$ cat src/rtl/pm_pkg.sv
package pm_pkg;
  typedef enum logic {
    LVL_PHONE   = 1'b0,
    LVL_CONCEPT = 1'b1
  } level_e;
endpackage

$ cat src/rtl/pm_low_pick.sv
module pm_low_pick #(
  parameter int N = 8,
  localparam int W = (N > 1) ? $clog2(N) : 1
) (
  input  logic [N-1:0] req,
  output logic [W-1:0] idx,
  output logic [N-1:0] grant
);
  always_comb begin
    idx   = '0;
    grant = '0;
    for (int i = N - 1; i >= 0; i--) begin
      if (req[i]) begin
        idx      = W'(i);
        grant    = '0;
        grant[i] = 1'b1;
      end
    end
  end
endmodule

$ cat src/rtl/pm_level.sv
module pm_level #(
  parameter int NT    = 8,
  parameter int ML    = 4,
  parameter int SYM_W = 5,
  localparam int ID_W   = (NT > 1) ? $clog2(NT) : 1,
  localparam int IDX_W  = (ML > 1) ? $clog2(ML) : 1,
  localparam int ADDR_W = $clog2(NT * ML)
) (
  input  logic             clk,
  input  logic             rst,
  input  logic             restart,
  input  logic             wr_en,
  input  logic [ID_W-1:0]  wr_tpl,
  input  logic [IDX_W-1:0] wr_idx,
  input  logic [SYM_W-1:0] wr_code,
  input  logic             wr_last,
  input  logic             wr_top,
  input  logic             in_valid,
  input  logic [SYM_W-1:0] in_code,
  output logic             in_ready,
  output logic             out_valid,
  output logic [ID_W-1:0]  out_id,
  output logic             out_top,
  input  logic             out_pop
);
  logic [SYM_W-1:0] code_mem [NT*ML];
  logic             last_mem [NT*ML];
  logic [NT-1:0]    top_flag;

  logic [NT-1:0][IDX_W-1:0] ptr;
  logic [NT-1:0]            pend;
  logic [NT-1:0]            hit, acc, grant;
  logic [NT-1:0]            cur_last;
  logic                     in_fire;

  logic [ADDR_W-1:0] wr_addr;
  assign wr_addr = ADDR_W'(wr_tpl) * ADDR_W'(ML) + ADDR_W'(wr_idx);

  always_ff @(posedge clk) begin
    if (wr_en) begin
      code_mem[wr_addr] <= wr_code;
      last_mem[wr_addr] <= wr_last;
      top_flag[wr_tpl]  <= wr_top;
    end
  end

  assign in_ready = (pend == '0);
  assign in_fire  = in_valid && in_ready;

  for (genvar t = 0; t < NT; t++) begin : g_tpl
    logic [ADDR_W-1:0] rd_addr;
    assign rd_addr     = ADDR_W'(t) * ADDR_W'(ML) + ADDR_W'(ptr[t]);
    assign cur_last[t] = last_mem[rd_addr];
    assign hit[t]      = in_fire && (code_mem[rd_addr] == in_code);
    assign acc[t]      = hit[t] && cur_last[t];

    always_ff @(posedge clk) begin
      if (rst || restart) begin
        ptr[t] <= '0;
      end else if (hit[t]) begin
        if (cur_last[t] || (32'(ptr[t]) == ML - 1)) ptr[t] <= '0;
        else                                        ptr[t] <= ptr[t] + 1'b1;
      end
    end

    assert_ptr_home_R3: assert property (@(posedge clk) disable iff (rst)
      (acc[t] && !restart) |=> (ptr[t] == '0));
  end

  pm_low_pick #(.N(NT)) i_pick (.req(pend), .idx(out_id), .grant(grant));

  assign out_valid = (pend != '0);
  assign out_top   = top_flag[out_id];

  always_ff @(posedge clk) begin
    if (rst || restart)          pend <= '0;
    else if (in_fire)            pend <= acc;
    else if (out_valid && out_pop) pend <= pend & ~grant;
  end

  assert_restart_clears_R1: assert property (@(posedge clk) disable iff (rst)
    restart |=> (ptr == '0) && (pend == '0) && in_ready);

  assert_hold_idle_R2: assert property (@(posedge clk) disable iff (rst)
    (!in_fire && !restart) |=> $stable(ptr));

  assert_one_per_cycle_R4: assert property (@(posedge clk) disable iff (rst)
    (out_valid && out_pop && !restart) |=>
      ($countones(pend) == $countones($past(pend)) - 1));
endmodule

$ cat src/rtl/pm_cascade_matcher.sv
module pm_cascade_matcher #(
  parameter int N_TPL   = 8,
  parameter int MAX_LEN = 4,
  parameter int SYM_W   = 5,
  localparam int ID_W  = (N_TPL > 1) ? $clog2(N_TPL) : 1,
  localparam int IDX_W = (MAX_LEN > 1) ? $clog2(MAX_LEN) : 1
) (
  input  logic             clk,
  input  logic             rst,
  input  logic             restart,
  input  logic             ld_valid,
  input  logic             ld_level,
  input  logic [ID_W-1:0]  ld_tpl,
  input  logic [IDX_W-1:0] ld_idx,
  input  logic [SYM_W-1:0] ld_code,
  input  logic             ld_last,
  input  logic             ld_top,
  input  logic             sym_valid,
  input  logic [SYM_W-1:0] sym_code,
  output logic             sym_ready,
  output logic             acc_valid,
  output logic [ID_W-1:0]  acc_id,
  output logic             acc_top
);
  import pm_pkg::*;

  logic            w1_valid, w1_ready, c_valid, c_top, c_unused_ready;
  logic [ID_W-1:0] w1_id, c_id;
  logic            w1_top_unused;

  pm_level #(.NT(N_TPL), .ML(MAX_LEN), .SYM_W(SYM_W)) i_phone (
    .clk(clk), .rst(rst), .restart(restart),
    .wr_en(ld_valid && (level_e'(ld_level) == LVL_PHONE)),
    .wr_tpl(ld_tpl), .wr_idx(ld_idx), .wr_code(ld_code),
    .wr_last(ld_last), .wr_top(ld_top),
    .in_valid(sym_valid), .in_code(sym_code), .in_ready(sym_ready),
    .out_valid(w1_valid), .out_id(w1_id), .out_top(w1_top_unused),
    .out_pop(w1_ready)
  );

  pm_level #(.NT(N_TPL), .ML(MAX_LEN), .SYM_W(SYM_W)) i_concept (
    .clk(clk), .rst(rst), .restart(restart),
    .wr_en(ld_valid && (level_e'(ld_level) == LVL_CONCEPT)),
    .wr_tpl(ld_tpl), .wr_idx(ld_idx), .wr_code(ld_code),
    .wr_last(ld_last), .wr_top(ld_top),
    .in_valid(w1_valid), .in_code(SYM_W'(w1_id)), .in_ready(w1_ready),
    .out_valid(c_valid), .out_id(c_id), .out_top(c_top),
    .out_pop(1'b1)
  );
  assign c_unused_ready = w1_top_unused;

  always_ff @(posedge clk) begin
    if (rst || restart) begin
      acc_valid <= 1'b0;
      acc_id    <= '0;
      acc_top   <= 1'b0;
    end else begin
      acc_valid <= c_valid;
      acc_id    <= c_id;
      acc_top   <= c_valid && c_top;
    end
  end

  assert_top_with_accept_R7: assert property (@(posedge clk) disable iff (rst)
    acc_top |-> acc_valid);

  assert_cascade_order_R6: assert property (@(posedge clk) disable iff (rst)
    (w1_valid && !w1_ready && !restart) |=> (w1_valid && $stable(w1_id)));
endmodule

$ cat config.mk
export PLATFORM = sky130hd
export DESIGN_NAME = pm_cascade_matcher
export DESIGN_NICKNAME = d
export VERILOG_FILES = /design/src/rtl/pm_pkg.sv /design/src/rtl/pm_low_pick.sv /design/src/rtl/pm_level.sv /design/src/rtl/pm_cascade_matcher.sv
export SDC_FILE = /design/constraint.sdc
export NUM_CORES = 1
export LEC_CHECK = 0
export BUFFER_PORTS_ARGS = -buffer_cell sky130_fd_sc_hd__buf_2
export CAP_MARGIN = 20
export CORE_ASPECT_RATIO = 0.7
export CORE_MARGIN = 2
export CORE_UTILIZATION = 33
export CTS_BUF_LIST = sky130_fd_sc_hd__clkbuf_4
export DETAILED_ROUTE_END_ITERATION = 8
export GPL_TIMING_DRIVEN = 0
export SLEW_MARGIN = 0
export SYNTH_ARGS = -nofsm -noshare
export SYNTH_HDL_FRONTEND = slang
export SYNTH_HIERARCHICAL = 1
export SYNTH_SLANG_ARGS = --single-unit
$ cat constraint.sdc
create_clock -name clk -period 4 [get_ports clk]
set_input_delay 0 -clock clk [delete_from_list [all_inputs] [get_ports clk]]
set_output_delay 0 -clock clk [all_outputs]
set_load 0.01 [all_outputs]
==> results by group <==
Routing
  • Initial DRC Count: 939
  • Avg Vias per Cell: 5.04
  • Via count: 10700
  • Post-route ant nets: 0
  • Pre-antenna DRT Iters: 5
  • WL per Instance: 20.6 um
  • Drt drc: 0
  • Total Wirelength: 43800 um

Power and ir drop
  • P_leak: 0.00697 uW
  • P per Cell Area: 428 nW/um^2
  • Overall power: 9230 uW
  • Maximum vdd ir drop: 0.180 mV

Critical path
  • WS Path Type: reg2reg
  • R2r endpoint: i_phone/ptr[10]
  • CP Capture Type: register
  • CP max stage cell: dlygate4sd3_1
  • Crit-path leading delay family: buffers and inverters
  • Worst path required time: 4.71 ns
  • Reg-to-reg critical path startpoint: i_phone/ptr[10]
  • Crit-path most repeated cell: dlygate4sd3_1
  • FF-to-FF path depth: 8
  • Worst Path Buf+Inv: 3
  • CP Launch Type: register
  • CP startpoint: i_phone/ptr[10]
  • Crit-path cells: buf_2 > mux4_2 > xnor2_1 > nand3_1 > o31ai_1 > dlygate4sd3_1 > a21oi_1 > dlygate4sd3_1
  • Crit path to: i_phone/ptr[10]
  • Critical Path Fanout Max: 8
  • Crit path DAT: 3.85 ns
  • FF-to-FF setup slack: 0.86 ns
  • Max incr delay on CP: 0.60 ns
  • Crit path depth: 8

STA
  • Total negative setup slack: 0 ns
  • Highest Clock Rate: 318 MHz
  • Setup Skew: 0.0372 ns
  • Final hold violations: 0
  • Final period util: 78.6%
  • Fin. max-slew vios: 0
  • Final setup viols: 0
  • RSZ-0062 raised after global routing: no
  • Final hold slack: 0.129 ns
  • Max_slew headroom: 23.7%
  • Worst slew pin tran: 1.14 ns
  • Min cycle time layout: 3.14 ns

Global routing
  • GR Util met2: 22.0%
  • Largest net degree at the start of global routing: 48
  • Grt peak-use layer: met1
  • First-pass GRT wire length: 66400 um
  • Met1 Usage GRT: 22.5%
  • Initial antenna violation count: 3
  • Gr usage total: 15.4%
  • Vias in the first global route: 10900
  • Grt ovf: 0
  • GR Layer Usage met3: 4.29%

Logic synthesis
  • Netlist Area Pre-Place: 18600 um^2
  • Avg Cell Area, Syn: 16.5 um^2
  • Synth warn: 6
  • Post-Synthesis Cells: 1129

Clock network
  • Sink Count: 449
  • Clk buf depth: 3
  • Setup Buffers After CTS: 0
  • CTS tree: yes
  • Skew-Pair Late Insertion Delay: 0.84 ns
  • Post-CTS sizing: 0
  • Num CTS Buffers: 108
  • Clock Pin Slew Worst Setup and Hold Paths: 0.07 ns
  • Hold buffer count at CTS: 28
  • Root Buffer: clkbuf_4
  • H-tree depth: 3

Run
  • Number of max-cap violations: 0

Placement
  • Placed cells: 1900
  • GPL Wtd Cong: 0.782
  • PortBufs: 23
  • DPL Wire Length: 28200 um

Cells and area
  • Filler Cell Count: 5262
  • Area grow syn2layout: 15.6%
  • Multi-input combinational cell area: 5410 um^2
  • FF+latch area: 12900 um^2
  • Share of layout cells above drive strength 1: 24.1%
  • Final net count: 1337
  • Post-Layout Cell Count: 2129

Floorplan
  • Starting density of the core: 33.6%
  • Die Span Y: 203 um
  • FP Rows: 72
  • Core area: 55500 um^2
  • Die area: 58400 um^2
  • Die Wd: 288 um
  • Io pins: 29

Hold path
  • Cell count of the worst hold path: 4
  • Worst hold path class: in2reg

Status
  • Outcome: finished clean
[per-layer routing]
layer | up-vias | routed length [um]
li1 | 4766 | -
met3 | 70 | 3300
met1 | 5502 | 20400
met4 | 0 | 915
met5 | - | 0
met2 | 386 | 19100
[registers in the layout (all words and copies together), names as in the netlist, named ones only]
signal	cells
i_concept/pend	8
i_phone/code_mem	160
i_phone/pend	8
i_concept/top_flag	8
i_phone/ptr	16
acc_id	3
i_concept/code_mem	160
acc_top	1
i_concept/ptr	16
i_phone/last_mem	32
acc_valid	1
i_concept/last_mem	32
[worst min path at each step]
stage / to / from / slack, ns
after global placement: i_concept/top_flag[7] / ld_top / 0.29
after detailed placement: i_concept/top_flag[7] / ld_top / 0.31
after global routing: i_phone/ptr[3] / sym_code[1] / 0.09
after floorplan: acc_id[0] / restart / 0.08
final: i_phone/ptr[3] / sym_code[1] / 0.13
after CTS: i_phone/ptr[3] / sym_code[1] / 0.04
[cells in the final DEF (no fill, tap or decap), types with 5 or more instances in the layout]
cell type / instances
o21a_1: 5
ha_1: 16
mux2i_1: 32
nor4_1: 12
edfxtp_1: 392
dlygate4sd3_1: 28
nor3b_1: 8
a21oi_1: 16
mux4_1: 6
buf_12: 5
clkbuf_1: 28
dfxtp_1: 57
nand4_1: 6
buf_1: 11
clkinv_1: 26
clkbuf_4: 164
mux4_2: 88
inv_1: 13
nor2b_1: 9
nor2_1: 109
o21ai_1: 5
a21boi_1: 5
nand3_1: 44
nand2b_1: 8
buf_2: 39
and3_1: 6
nor3_1: 5
xor2_1: 16
nand2_1: 65
o21ai_0: 14
xnor2_1: 65
[area by class of cell]
class,instances,area share [%]
diodes,3,0.0348
plain buffers,60,1.26
clock buffers,164,5.71
clock inverters,34,0.912
inverters,14,0.244
multi-input cells,607,25.1
flip-flops and latches,449,59.9
well taps,740,4.30
repair buffers,58,2.50
[stage by stage]
step	instance area, um^2	util [%]	setup slack (ns)
after floorplan	18600	-	1.77
after global placement	19700	35.5	0.823
after detailed placement	19800	35.7	1.21
after CTS	21500	38.8	0.887
after global routing	21500	38.8	0.637
final	21500	38.8	0.856
[worst min-delay path, cell delays in order]
cell     delay [ns]
buf_1          0.40
xnor2_1        0.28
nand2_1        0.14
o31ai_1        0.10
[power by group]
| part | total, uW | internal (uW) | leakage (uW) | switching (uW) |
|---|---|---|---|---|
| clock network | 3810 | 2000 | 0.000844 | 1810 |
| logic | 300 | 86.1 | 0.00214 | 214 |
| registers | 5120 | 5110 | 0.00399 | 6.49 |
(Power assumes the default switching activity.)
